<file path="src/rtl/fsp_pkg.sv">
// Shared constants and types for the swapped-address flash programmer.
// Assumes a 19-bit flash address, an 8-bit shift register for connector
// bits 11..18 and an 11-bit counter for connector bits 0..10.
package fsp_pkg;
    localparam int FA_W   = 19;   // flash address width
    localparam int PAGE_W = 8;    // shift register length
    localparam int CNT_W  = 11;   // connector counter width
    localparam int DAT_W  = 8;    // flash data width

    localparam logic [FA_W-1:0]  UNLOCK_A = 19'h05555;
    localparam logic [FA_W-1:0]  UNLOCK_B = 19'h02AAA;
    localparam logic [DAT_W-1:0] CMD_1    = 8'hAA;
    localparam logic [DAT_W-1:0] CMD_2    = 8'h55;
    localparam logic [DAT_W-1:0] CMD_3    = 8'hA0;
    localparam logic [DAT_W-1:0] ERASED   = 8'hFF;

    typedef enum logic [2:0] {
        ST_IDLE,
        ST_SHIFT,
        ST_COUNT,
        ST_WRITE,
        ST_DONE
    } fsp_state_t;
endpackage

</file>
<file path="src/rtl/fsp_strobe_timer.sv">
// Strobe timer: while go is held, produces repeated pulses that are high
// for PULSE_CYC cycles and then low for PULSE_CYC cycles. fin marks the
// last cycle of each pulse period. Assumes go may drop only on fin.
module fsp_strobe_timer #(
    parameter int PULSE_CYC = 2
) (
    input  logic clk,
    input  logic rst_n,
    input  logic go,
    output logic level,
    output logic fin
);
    localparam int PERIOD = 2 * PULSE_CYC;
    localparam int TW     = (PERIOD > 2) ? $clog2(PERIOD) : 1;

    logic          active;
    logic [TW-1:0] tcnt;

    // Period counter: start on go, stop after the last period cycle.
    always_ff @(posedge clk) begin
        if (!rst_n) begin
            active <= 1'b0;
            tcnt   <= '0;
        end else if (!active) begin
            active <= go;
            tcnt   <= '0;
        end else if (fin) begin
            active <= 1'b0;
            tcnt   <= '0;
        end else begin
            tcnt <= tcnt + TW'(1);
        end
    end

    // High half and end-of-period decode.
    always_comb begin
        level = active && (tcnt < TW'(PULSE_CYC));
        fin   = active && (tcnt == TW'(PERIOD - 1));
    end

    // a period ends with the strobe low.
    p_fin_low_r11: assert property (@(posedge clk) disable iff (!rst_n)
        fin |-> !level);
endmodule

</file>
<file path="src/rtl/fsp_addr_map.sv">
// Address mapper: turns a flash address into the bit to shift next and
// into the counter goal, by inverting the connector-to-flash permutation.
// When AUX_EN is set, flash bit 18 leaves the counter field and goes to a
// separate output, so the goal fits in 10 bits.
module fsp_addr_map
    import fsp_pkg::*;
#(
    parameter bit AUX_EN = 1'b1
) (
    input  logic [FA_W-1:0]  tgt,
    input  logic [2:0]       idx,
    input  logic             full_load,
    output logic             shift_bit,
    output logic [CNT_W-1:0] cnt_goal,
    output logic             aux_val
);
    logic [CNT_W-1:0] field;

    // Counter field of the target, connector bit 10 down to bit 0.
    always_comb begin
        field = {tgt[18], tgt[17], tgt[16], tgt[15],
                 tgt[13], tgt[11], tgt[9],
                 tgt[14], tgt[12], tgt[10], tgt[8]};
        // Full load: k-th bit shifted ends at connector 18-k = flash bit k.
        // Single shift: new connector bit 11 = flash bit 7.
        shift_bit = full_load ? tgt[idx] : tgt[7];
    end

    generate
        if (AUX_EN) begin : g_aux
            // Top counter bit moves to the side line.
            always_comb begin
                cnt_goal = {1'b0, field[CNT_W-2:0]};
                aux_val  = field[CNT_W-1];
            end
        end else begin : g_plain
            // Whole field is counted.
            always_comb begin
                cnt_goal = field;
                aux_val  = 1'b0;
            end
        end
    endgenerate
endmodule

</file>
<file path="src/rtl/swz_flash_prog.sv">
// Swapped-address flash byte programmer. For each accepted non-0xFF byte it
// runs three unlock writes and one destination write. Each write loads the
// page bits by shifting, steps the counter up to the offset, then strobes
// the write line. Assumes the external counter is cleared by every shift
// and advanced by every count strobe.
module swz_flash_prog
    import fsp_pkg::*;
#(
    parameter int PULSE_CYC = 2,
    parameter bit AUX_EN    = 1'b1
) (
    input  logic             clk,
    input  logic             rst_n,
    input  logic             in_valid,
    output logic             in_ready,
    input  logic [FA_W-1:0]  in_addr,
    input  logic [DAT_W-1:0] in_data,
    output logic             shift_clk,
    output logic             shift_dat,
    output logic             cnt_strobe,
    output logic             wr_strobe,
    output logic [DAT_W-1:0] wr_data,
    output logic             aux_bit10,
    output logic             done
);
    fsp_state_t       state;
    logic [1:0]       phase;       // 0..2 unlock writes, 3 destination
    logic [2:0]       sh_idx;
    logic [CNT_W-1:0] cnt_done;
    logic [FA_W-1:0]  dest_addr;
    logic [DAT_W-1:0] dest_data;

    logic [FA_W-1:0]  tgt;
    logic             full_load;
    logic             last_shift;
    logic             go, level, fin;
    logic             sbit, aux_val;
    logic [CNT_W-1:0] cnt_goal;

    // Target address and write data of the current phase.
    always_comb begin
        case (phase)
            2'd0:    begin tgt = UNLOCK_A;  wr_data = CMD_1;     end
            2'd1:    begin tgt = UNLOCK_B;  wr_data = CMD_2;     end
            2'd2:    begin tgt = UNLOCK_A;  wr_data = CMD_3;     end
            default: begin tgt = dest_addr; wr_data = dest_data; end
        endcase
        full_load  = (phase == 2'd0) || (phase == 2'd3);
        last_shift = full_load ? (sh_idx == 3'd7) : 1'b1;
    end

    fsp_addr_map #(.AUX_EN(AUX_EN)) u_map (
        .tgt      (tgt),
        .idx      (sh_idx),
        .full_load(full_load),
        .shift_bit(sbit),
        .cnt_goal (cnt_goal),
        .aux_val  (aux_val)
    );

    fsp_strobe_timer #(.PULSE_CYC(PULSE_CYC)) u_timer (
        .clk  (clk),
        .rst_n(rst_n),
        .go   (go),
        .level(level),
        .fin  (fin)
    );

    // Output decode: route the timer pulse to the line of the current step.
    always_comb begin
        go         = (state == ST_SHIFT) || (state == ST_COUNT) || (state == ST_WRITE);
        in_ready   = (state == ST_IDLE);
        done       = (state == ST_DONE);
        shift_clk  = level && (state == ST_SHIFT);
        cnt_strobe = level && (state == ST_COUNT);
        wr_strobe  = level && (state == ST_WRITE);
        shift_dat  = sbit;
        aux_bit10  = (phase == 2'd3) && aux_val &&
                     ((state == ST_COUNT) || (state == ST_WRITE));
    end

    // Sequencer: accept, shift page bits, count the offset, write, repeat.
    always_ff @(posedge clk) begin
        if (!rst_n) begin
            state     <= ST_IDLE;
            phase     <= 2'd0;
            sh_idx    <= 3'd0;
            cnt_done  <= '0;
            dest_addr <= '0;
            dest_data <= '0;
        end else begin
            case (state)
                ST_IDLE: if (in_valid) begin
                    dest_addr <= in_addr;
                    dest_data <= in_data;
                    phase     <= 2'd0;
                    sh_idx    <= 3'd0;
                    state     <= (in_data == ERASED) ? ST_DONE : ST_SHIFT;
                end
                ST_SHIFT: if (fin) begin
                    if (last_shift) begin
                        sh_idx   <= 3'd0;
                        cnt_done <= '0;
                        state    <= (cnt_goal == '0) ? ST_WRITE : ST_COUNT;
                    end else begin
                        sh_idx <= sh_idx + 3'd1;
                    end
                end
                ST_COUNT: if (fin) begin
                    cnt_done <= cnt_done + CNT_W'(1);
                    if (cnt_done + CNT_W'(1) == cnt_goal) state <= ST_WRITE;
                end
                ST_WRITE: if (fin) begin
                    if (phase == 2'd3) begin
                        state <= ST_DONE;
                    end else begin
                        phase <= phase + 2'd1;
                        state <= ST_SHIFT;
                    end
                end
                default: state <= ST_IDLE;
            endcase
        end
    end

    // strobes never overlap.
    p_strobe_excl_r11: assert property (@(posedge clk) disable iff (!rst_n)
        $onehot0({shift_clk, cnt_strobe, wr_strobe}));
    // data lines hold while their strobe is high.
    p_wdat_hold_r11: assert property (@(posedge clk) disable iff (!rst_n)
        (wr_strobe && $past(wr_strobe)) |-> $stable(wr_data));
    p_sdat_hold_r11: assert property (@(posedge clk) disable iff (!rst_n)
        (shift_clk && $past(shift_clk)) |-> $stable(shift_dat));
    // the side line is low whenever the shift register is clocked.
    p_aux_shift_r8: assert property (@(posedge clk) disable iff (!rst_n)
        shift_clk |-> !aux_bit10);
    // done lasts one cycle.
    p_done_pulse_r10: assert property (@(posedge clk) disable iff (!rst_n)
        done |=> !done);
    // no acceptance while busy.
    p_busy_r2: assert property (@(posedge clk) disable iff (!rst_n)
        (in_valid && in_ready) |=> !in_ready);
    // an erased-value byte goes straight to done.
    p_skip_r9: assert property (@(posedge clk) disable iff (!rst_n)
        (in_valid && in_ready && in_data == ERASED) |=>
        (done && !shift_clk && !cnt_strobe && !wr_strobe));
    // the counter is never stepped past its goal.
    p_cnt_bound_r7: assert property (@(posedge clk) disable iff (!rst_n)
        (state == ST_COUNT) |-> (cnt_done < cnt_goal));
endmodule

</file>
<file path="config.mk">
export PLATFORM = sky130hd
export DESIGN_NAME = swz_flash_prog
export DESIGN_NICKNAME = d
export VERILOG_FILES = /design/src/rtl/fsp_pkg.sv /design/src/rtl/fsp_strobe_timer.sv /design/src/rtl/fsp_addr_map.sv /design/src/rtl/swz_flash_prog.sv
export SDC_FILE = /design/constraint.sdc
export NUM_CORES = 1
export LEC_CHECK = 0
export CAP_MARGIN = 20
export CORE_MARGIN = 3
export CORE_UTILIZATION = 49
export DETAILED_ROUTE_END_ITERATION = 16
export PLACE_DENSITY = 0.83
export SLEW_MARGIN = 20
export SYNTH_ARGS = -nofsm -noshare
export SYNTH_HDL_FRONTEND = slang
export SYNTH_SLANG_ARGS = --single-unit
</file>
<file path="constraint.sdc">
create_clock -name clk -period 2.8 [get_ports clk]
set_input_delay 0.56 -clock clk [delete_from_list [all_inputs] [get_ports clk]]
set_output_delay 0.56 -clock clk [all_outputs]
set_load 0.01 [all_outputs]
</file>
== Word level (Yosys, flattened, before mapping) ==
Cells that the tools add are included.

* Add/subtract/negate cells: 4
* $lt $le $gt $ge: 2
* Mux-type cells: 30
* Reduce and logical (&&, ||, !) cells: 24
* Equality and inequality tests: 18
* Bitwise operators: 2

{| class="wikitable"
|+ Operator list
! cell !! count
|-
| $pmux 19 s2 || 1
|-
| $mux 11 || 3
|-
| $mux 3 || 11
|-
| $pmux 8 s3 || 1
|-
| $pmux 11 s2 || 1
|-
| $ne 2x2->1 const B || 6
|-
| $pmux 3 s4 || 1
|-
| $add 11x1->11 const B || 1
|-
| $eq 11x10->1 || 1
|-
| $logic_not 11->1 || 1
|-
| $eq 8x8->1 const B || 1
|-
| $reduce_and 4->1 || 2
|-
| $logic_and 1x1->1 || 7
|-
| $eq 2x2->1 const B || 3
|-
| $eq 3x2->1 const B || 2
|-
| $eq 3x3->1 const B || 2
|-
| $lt 3x6->1 const B || 1
|-
| $mux 1 || 6
|-
| $mux 2 || 3
|-
| $pmux 3 s2 || 1
|-
| $reduce_and 6->1 || 1
|-
| $reduce_bool 2->1 || 3
|-
| $add 2x1->2 const B || 2
|-
| $logic_or 1x1->1 || 4
|-
| other kinds (14) || 15
|}

* Logic and storage cells: 88
* Bits of input ports: 30
* Output and inout bits: 15
* Register bits after elaboration: 49

== Depth between registers and ports, before layout ==
Gate-level depths: netlist of the first run.

* Word-level depth: 8
* Depth in mapped cells: 9
* Mapped depth without buffers: 8

== Cells and area by module ==
From an unflattened synthesis of the first run, not the netlist that was laid out.

* Cell total of the unflattened synthesis: 400
* Area total of the unflattened synthesis: 2937.8 sq um

{| class="wikitable"
|+ Modules (own cells, without submodules)
! module !! seq. area each (sq um) !! cells an instance !! times used !! area each (sq um)
|-
| swz_flash_prog || 920.9 || 368 || 1 || 2632.5
|-
| fsp_addr_map || 0.0 || 21 || 1 || 175.2
|-
| fsp_strobe_timer || 60.1 || 11 || 1 || 130.1
|}

== Least setup slack after synthesis of the first run ==
No wires, ideal clock.

* Path type: reg2out
* Start point: register phase[0]
* End point: output port shift_dat
* Stages on the path, launching flop included: 7
* Setup slack: 0.587 ns
* Arrival: 1.653 ns
* Cells stage by stage: dfxtp_1 -> ha_1 -> clkbuf_1 -> buf_1 -> buf_1 -> nor2_1 -> a21oi_1

* Word-level cells in the longest chain between the ends: 6
* Elaborated cells between the ends (all ways): 10
* Classes of those cells: 3 x eq/ne; 4 x mux; 3 x reduce/logical

{| class="wikitable"
|+ RTL lines
! what !! RTL line !! RTL
|-
| from (decl) || swz_flash_prog.sv:27 || <nowiki>logic [1:0] phase;</nowiki>
|-
| from (signal assigned) || swz_flash_prog.sv:117 || <nowiki>phase <= phase + 2'd1;</nowiki>
|-
| $eq 2x2->1 / $logic_not 2->1 (equally long branches) || swz_flash_prog.sv:42, swz_flash_prog.sv:48 ||
|-
| $reduce_or 2->1 (no line) || - ||
|-
| $pmux 19 s2 || swz_flash_prog.sv:42 || <nowiki>case (phase)</nowiki>
|-
| $bmux 1 s3 || fsp_addr_map.sv:26 || <nowiki>shift_bit = full_load ? tgt[idx] : tgt[7];</nowiki>
|-
| $mux 1 (implied by the code) || fsp_addr_map.sv:26 ||
|-
| $mux 1 (*) || fsp_addr_map.sv:26 ||
|-
| to (decl) || swz_flash_prog.sv:19 || <nowiki>output logic shift_dat,</nowiki>
|}

Mark *: on every way between the ends. The rest lies on a longest branch, timed or not. The select of a mux whose other input is x is not followed.

== Worst setup path in the final report of the first run ==
* Start point: register sh_idx[0]
* End point: output port shift_dat

* Word-level cells in the longest chain between the ends: 3

{| class="wikitable"
|+ RTL lines
! what !! RTL line !! RTL
|-
| from (decl) || swz_flash_prog.sv:28 || <nowiki>logic [2:0] sh_idx;</nowiki>
|-
| from (signal assigned) || swz_flash_prog.sv:106 || <nowiki>sh_idx <= sh_idx + 3'd1;</nowiki>
|-
| $bmux 1 s3 || fsp_addr_map.sv:26 ||
|-
| $mux 1 (implied by the code) || fsp_addr_map.sv:26 ||
|-
| $mux 1 || fsp_addr_map.sv:26 ||
|}

Every way passes these cells. The select of a mux whose other input is x is not followed.

==> results of run 1 <==
[registers in the layout (all words and copies together) (netlist names)]
signal and cells:
cnt_done 11, sh_idx 3, u_timer.tcnt 2, dest_data 8, u_timer.active 1, phase 2, dest_addr 19, state 3
[through the flow]
stage	area [sq um]	worst slack, ns	instances
4_1_cts	3470	0.0206	482
3_5_place_dp	3370	0.232	474
5_1_grt	3480	0.0169	482
3_3_place_gp	3370	0.339	474
2_1_floorplan	2880	0.587	373
6_report	3480	0.174	482
[metal layers]
metal,up-vias,track usage
met5,-,0
met3,14,0.0434
met1,1260,0.253
met2,69,0.382
li1,1368,-
met4,0,0.0735
[layout make-up]
cell class,instances,area [sq um]
sequential,49,982
fill,511,2130
multi-input combinational,293,1780
tap,72,90.1
clock inverter,1,5.00
inverter,9,33.8
clock buffer,7,96.3
timing repair buffer,51,492
[cell usage in the layout, fill, tap and decap left out, types with 2 or more instances in the layout]
cell             Yosys  layout
or4_1                4       4
clkbuf_8             0       7
nor2b_1             10      10
and3_1               7       7
nor2_1              23      23
nand2b_1             4       4
o31ai_1              3       3
xor2_1               3       3
nand4_1              4       4
a22oi_1              4       4
xnor2_1              6       6
nor4b_1              2       2
nand2_1             84      84
and2_1               9       9
nor3b_1              2       2
o2111ai_1            4       4
nor4_1               2       2
inv_1                9       9
ha_1                 9       9
dfxtp_1             49      48
o31a_1               2       2
nand3b_1             3       3
or3_1                4       4
clkdlybuf4s50_1      0      43
a21oi_1             15      15
a21o_1               3       3
nand3_1              7       7
a21boi_0            30      30
mux2i_1              4       4
mux4_2               2       2
buf_4                1       7
nor3_1              12      11
o21ai_0             16      16
[logic make-up after synthesis]
logic type                 count (synthesis)
AOI/OAI and AO/OA                         85
and+or+nand+nor                          182
adders and majority gates                  9
muxes                                      7
xor gates and xnor gates                  10
buffers and inverters                     31
DFF                                       49
[path summary, 6_finish.rpt]
| path | from | end | slack (ns) | cells after the start |
|---|---|---|---|---|
| worst max-delay path | sh_idx[0]$_SDFFE_PN0P_ | shift_dat | 0.17 | 6 |
| worst min-delay path | u_timer.tcnt[0]$_SDFF_PP0_ | u_timer.tcnt[0]$_SDFF_PP0_ | 0.42 | 1 |
| worst min register to register | u_timer.tcnt[0]$_SDFF_PP0_ | u_timer.tcnt[0]$_SDFF_PP0_ | 0.42 | 1 |
| worst max register to register | cnt_done[0]$_SDFFE_PN0P_ | state[0]$_SDFFE_PN0P_ | 0.43 | 7 |
[power by group]
part           leakage [nW]  total (mW)  internal, mW  switching [mW]
clock                0.0542       0.457         0.224           0.234
combinational         0.835       0.229         0.111           0.118
sequential            0.400       0.765         0.737          0.0279
total                  1.29        1.45          1.07           0.380
==> summary.md, run 1 <==
| Metric | Value |
|---|---|
| Detailed Route Iter0 Violations | 88 |
| Hold buffer count at CTS | 0 |
| Final period util | 0.938 |
| Drt via density | approximately 5.6 |
| CTS Root Cell | clkbuf_8 |
| Maximum buffer depth of the clock tree | 2 |
| Worst Path Required | between 2 and 2.5 ns |
| Placer Congestion | about 0.87 |
| Power per cell area | 417 mW/mm^2 |
| TNS Setup | 0 ns |
| Asr flop ratio synth | 0 |
| Relative slew slack | 0.432 |
| Number of synthesis warnings | 0 |
| Post-synth EDFFs | 0 |
| Main combinational cell family by area after synthesis | simple AND/OR/NAND/NOR gates |
| CP arrival | roughly 2.1 ns |
| Max incr delay on CP | 0.55 ns |
| Avg Inst Size Synth | 7.72 sq um |
| Setup crit start kind | flip-flop |
| Mapped Area | 0.00288 sq mm |
| Upper clock frequency limit | 381 MHz |
| ANT nets after route | 0 |
| RSZ-0062 raised after global routing | no |
| Core ar. | 0.00561 sq mm |
| Nets | 448 |
| Clock sinks | 49 |
| H-Tree Depth | 2 |
| Post_cts resized | 2 |
| Seq cells post-synth | 49 |
| Top cells by count, synth | nand2_1, dfxtp_1, a21boi_0, nor2_1, o21ai_0 |
| Worst Max-Slew Pin Slew | 0.850 ns |
| Seq/Total Area, Yosys | 0.341 |
| Top_reg_cell synth | dfxtp_1 |
| # DRC | 0 |
| Met2 WL post-DR | 3460 microns |
| DRT met1 WL | just under 3000 microns |
| Die Footprint | 0.00683 sq mm |
| DR WL/cell | 14.3 microns |
| GRT overflow | 0 |
| Synth cell types | between 40 and 50 |
| Boundary Pins | 45 |
| Synth area leaders | dfxtp_1, nand2_1, a21boi_0 |
| Top Metal Used | met4 |
| Total Routing Usage GR | 0.214 |
| Adder-cell share of the synthesized area | 0.0391 |
| CP bufs+invs | 1 |
| Vias in the first global route | 2664 |
| CTS Buf Count | 5 |
| Routed wl met3 | roughly 360 microns |
| XOR/XNOR share of the synthesized area | 0.0352 |
| CTS tree | yes |
| Post-synth top area cell | dfxtp_1 |
| Endpoints failing setup | 0 |
| Clk pin slew, worst setup/hold paths | roughly 0.090 ns |
| Crit path top cell by count | a21oi_1 |
| CP top delay family | multiplexers |
| Final core utilization | 0.620 |
| Fin Hold WS | 0.423 ns |
| First-pass GRT wire length | 11500 microns |
| Total power | between 1 and 1.5 mW |
| Rows | 27 |
| Die W | 82.7 microns |
| Worst-Skew Late Latency | about 0.3 ns |
| Final Hold Fails | 0 |
| Crit. End Element | primary output |
| Initial antenna violation count | 0 |
| Setup Buffers After CTS | 0 |
| DRT Pass-1 Iters | 4 |
| Post-synthesis compound-gate area fraction | 0.200 |
| # diodes | 0 |
| Area growth, synth to finish | 20.8% |
| WL final | 6890 microns |
| Post-Synth Simple-Gate Area | 0.309 |
| Mux cell area share after synthesis | 0.0335 |
| Number of port buffers | 44 |
| Critical path type | flip-flop to primary output |
| Post-synth top area share | 0.341 |
| Net Count, Synth | 412 |
| Worst Hold Class | flip-flop to flip-flop |
| Vias | 2711 |
| HPWL Detailed | approximately 5000 microns |
| Clock Skews | just over 0.002 ns |
| Die Span Y | 82.7 microns |
| Worst path slowest cell | mux4_2 |
| Largest net degree at the start of global routing | 50 |
| Max-Cap Viols | 0 |
| Leakage | approximately 1.3 nW |
| Maximum vdd drop | ~300 uV |
| CP Max Fanout | 6 |
| Post-Syn Instances | 373 |
| Cell with the most instances after synthesis | nand2_1 |
| Initial Util | 0.513 |
| Post-layout min period | 2.63 ns |
| Crit-path cells | mux4_2, mux2i_1, nor2_1, a21oi_1, a21oi_1, dlygate4sd2_1 |
| Slew Viols, Final | 0 |
| Status | complete, no violations |
| Share of cells above drive strength 1 | 0.0561 |
Note: power is estimated with default switching activity, not from simulation.
==> run 2, diff against run 1 <==
--- a/config.mk
+++ b/config.mk
@@ -13,4 +13,5 @@
 export SLEW_MARGIN = 20
 export SYNTH_ARGS = -nofsm -noshare
 export SYNTH_HDL_FRONTEND = slang
+export SYNTH_HIERARCHICAL = 1
 export SYNTH_SLANG_ARGS = --single-unit
==> summary.md, run 2 <==
| Metric | Value |
|---|---|
| Status | complete, no violations |
| Post-synth top area share | 0.334 (-0.00682) |
| Share of cells above drive strength 1 | 0.111 (+0.0545) |
| Seq/Total Area, Yosys | 0.334 (-0.00682) |
| Area growth, synth to finish | 20.3% |
| CP top delay family | simple AND/OR/NAND/NOR gates |
| Worst Hold Class | flip-flop to flip-flop |
| Reg2Reg Setup Slack | 0.13 ns (-0.30 ns) |
| Detailed Route Iter0 Violations | 141 (+60%) |
| Hold Crit Depth | 1 (unchanged) |
| Boundary Pins | 45 (unchanged) |
| R2r startpoint | phase[1]$_SDFFE_PN0P_ |
| Power per cell area | 373 mW/mm^2 (-10%) |
| Nets | 472 (+5.4%) |
| # DRC | 0 (unchanged) |
| Fin cells | 506 (+5.0%) |
| H-Tree Depth | 2 (unchanged) |
| ANT nets after route | 0 (unchanged) |
| Worst path slowest cell | or4_4 |
| CP arrival | 2.90 ns (+0.83 ns) |
| Upper clock frequency limit | 374 MHz (-1.7%) |
| Total Routing Usage GR | 0.203 (-0.0105) |
| CP Max Fanout | 5 (-1) |
| Worst Path Required | 3.03 ns (+0.79 ns) |
| Maximum vdd drop | 254 uV (-15%) |
| # diodes | 0 (unchanged) |
| Initial antenna violation count | 0 (unchanged) |
| Post-synth EDFFs | 0 (unchanged) |
| Initial Util | 0.521 (+0.00735) |
| Vias in the first global route | 2571 (-3.5%) |
| Worst Max-Slew Pin Slew | 0.805 ns (-0.0448 ns) |
| Commonest non-fill, non-tap cell in the layout | nand2_1 |
| Clock sinks | 49 (unchanged) |
| Die W | 83.4 microns (+0.94%) |
| Reg2reg path depth | 11 (+4) |
| Cell with the most instances after synthesis | nand2_1 |
| Die Footprint | 0.00696 sq mm (+1.9%) |
| Commonest cells after routing, fill and taps aside | nand2_1, dfxtp_1, a21oi_1 |
| Largest net degree at the start of global routing | 46 (-8.0%) |
| RSZ-0062 raised after global routing | no |
| Number of port buffers | 44 (unchanged) |
| Crit path depth | 11 (+5) |
| First-pass GRT wire length | 11900 microns (+3.1%) |
| CTS Buf Count | 5 (unchanged) |
| Net Count, Synth | 439 (+6.6%) |
| Crit-path cells | inv_1, buf_4, ha_1, nand2b_4, buf_4, nand2_1, xor2_1, xnor2_1, or4_4, or4_4, a211oi_2 |
| CTS Root Cell | clkbuf_8 |
| Final Hold Fails | 0 (unchanged) |
| CP bufs+invs | 3 (+2) |
| DRT Pass-1 Iters | 4 (unchanged) |
| Post-Syn Instances | 400 (+7.2%) |
| Clock Skews | 0.00849 ns (+0.00647 ns) |
| Setup crit start kind | flip-flop |
| Avg Inst Size Synth | 7.34 sq um (-4.8%) |
| Seq cells post-synth | 49 (unchanged) |
| Relative slew slack | 0.463 (+0.0312) |
| Critical path type | flip-flop to flip-flop |
| Synth cell types | 50 (+2.0%) |
| Maximum buffer depth of the clock tree | 2 (unchanged) |
| Final period util | 0.954 (+0.0159) |
| Clk pin slew, worst setup/hold paths | 0.09 ns (about the same) |
| HPWL Detailed | 5030 microns (-0.33%) |
| TNS Setup | 0 ns (unchanged) |
| Vias | 2807 (+3.5%) |
| GRT overflow | 0 (unchanged) |
| Core ar. | 0.00564 sq mm (+0.60%) |
| Endpoints failing setup | 0 (unchanged) |
| DR WL/cell | 14.2 microns (-0.61%) |
| Crit. End Element | flip-flop |
| Leakage | 1.36 nW (+5.7%) |
| Post-layout min period | 2.67 ns (+0.0446 ns) |
| Mapped Area | 0.00294 sq mm (+2.0%) |
| Largest Register | dest_addr |
| Max reg flops | 19 (unchanged) |
| Asr flop ratio synth | 0 (unchanged) |
| Die Span Y | 83.4 microns (+0.94%) |
| CTS tree | yes |
| Rows | 27 (unchanged) |
| Top_reg_cell synth | dfxtp_1 |
| Biggest regs | dest_addr: 19 flops, cnt_done: 11 flops, dest_data: 8 flops |
| Post-synth top area cell | dfxtp_1 |
| Placer Congestion | 0.943 (+8.5%) |
| Max-Cap Viols | 0 (unchanged) |
| Number of synthesis warnings | 6 (+6) |
| Top cells by count, synth | nand2_1, dfxtp_1, a21oi_1, clkbuf_1 |
| Worst Setup EP | state[0]$_SDFFE_PN0P_ |
| WL final | 7190 microns (+4.3%) |
| Worst-Skew Late Latency | 0.31 ns (about the same) |
| Placed insts | 498 (+5.1%) |
| Hold buffer count at CTS | 0 (unchanged) |
| Max incr delay on CP | 0.51 ns (-0.04 ns) |
| Capturing point of the worst reg2reg path | state[0]$_SDFFE_PN0P_ |
| Slew Viols, Final | 0 (unchanged) |
| Drt via density | 5.55 (-1.4%) |
| Crit path from | phase[1]$_SDFFE_PN0P_ |
| Synth area leaders | dfxtp_1, nand2_1, a21oi_1 |
-- run 2: cell types whose count changed in the layout (fill, tap and decap cells not counted), moves of 5 or more --
cell / before / now
nor3_1: 11 / 6
nor2b_1: 10 / 2
a21boi_0: 30 / 0
a21oi_1: 15 / 44
nand2_1: 84 / 108
xnor2_1: 6 / 11
buf_4: 7 / 20
nor2_1: 23 / 17
-- run 2: routing by layer --
metal  GRT usage  vias to the layer above  part of all wire
met1       0.269                     1321              0.46
met3      0.0437                        9             0.050
met2       0.335                       75              0.48
met4      0.0570                        0             0.012
met5           0                        -                 0
li1            -                     1402                 -
-- run 2: power breakdown --
part / internal [mW] / switching, mW / total (mW)
clock network: 0.173 / 0.244 / 0.417
logic: 0.0786 / 0.0779 / 0.156
registers: 0.726 / 0.0198 / 0.746
-- run 2: area by class of cell --
type / instances / area, sq um
Timing Repair Buffer: 64 / 586
Clock buffer: 5 / 68.8
Fill cell: 500 / 2110
Tap cell: 72 / 90.1
Multi-Input combinational cell: 307 / 1760
Sequential cell: 49 / 986
Inverter: 6 / 22.5
Clock inverter: 3 / 17.5
-- run 2: worst min path at each step --
stage	startpoint	to	slack, ns
5_1_grt	dest_addr[0]$_SDFFE_PN0P_	dest_addr[0]$_SDFFE_PN0P_	0.48
4_1_cts	u_timer/tcnt[0]$_SDFF_PP0_	u_timer/tcnt[0]$_SDFF_PP0_	0.45
3_5_place_dp	u_timer/tcnt[0]$_SDFF_PP0_	u_timer/tcnt[0]$_SDFF_PP0_	0.44
3_3_place_gp	u_timer/tcnt[0]$_SDFF_PP0_	u_timer/tcnt[0]$_SDFF_PP0_	0.43
2_1_floorplan	u_timer/tcnt[0]$_SDFF_PP0_	u_timer/tcnt[0]$_SDFF_PP0_	0.42
6_report	u_timer/tcnt[0]$_SDFF_PP0_	u_timer/tcnt[0]$_SDFF_PP0_	0.45
-- run 2: timing repair --
item | 4_1_cts | 5_1_grt
resized for setup | 4 | 8
setup endpoints to repair | 4 | 3
buffers inserted | 0 | 0
-- run 2: metrics by stage --
| stage | hold slack, ns | area [sq um] | util | setup slack, ns | power [mW] |
|---|---|---|---|---|---|
| after floorplan | 0.419 | 2940 | - | 0.0132 | 0.847 |
| after global placement | 0.434 | 3420 | 0.606 | 0.0718 | 0.915 |
| after detailed placement | 0.436 | 3420 | 0.606 | -0.0840 | 0.919 |
| after CTS | 0.450 | 3510 | 0.623 | 0.0379 | 1.33 |
| after global routing | 0.479 | 3530 | 0.627 | 0.0219 | 1.38 |
| final | 0.449 | 3530 | 0.627 | 0.129 | 1.32 |
-- run 2: cells by family after synthesis --
| logic type | after synthesis | synth area share |
|---|---|---|
| muxes | 8 | 0.0315 |
| xor gates and xnor gates | 17 | 0.0507 |
| AOI/OAI and AO/OA | 77 | 0.149 |
| other | 1 | 0.00128 |
| and+or+nand+nor | 195 | 0.320 |
| DFF | 49 | 0.334 |
| buffers and inverters | 44 | 0.0754 |
| adders and majority gates | 9 | 0.0383 |
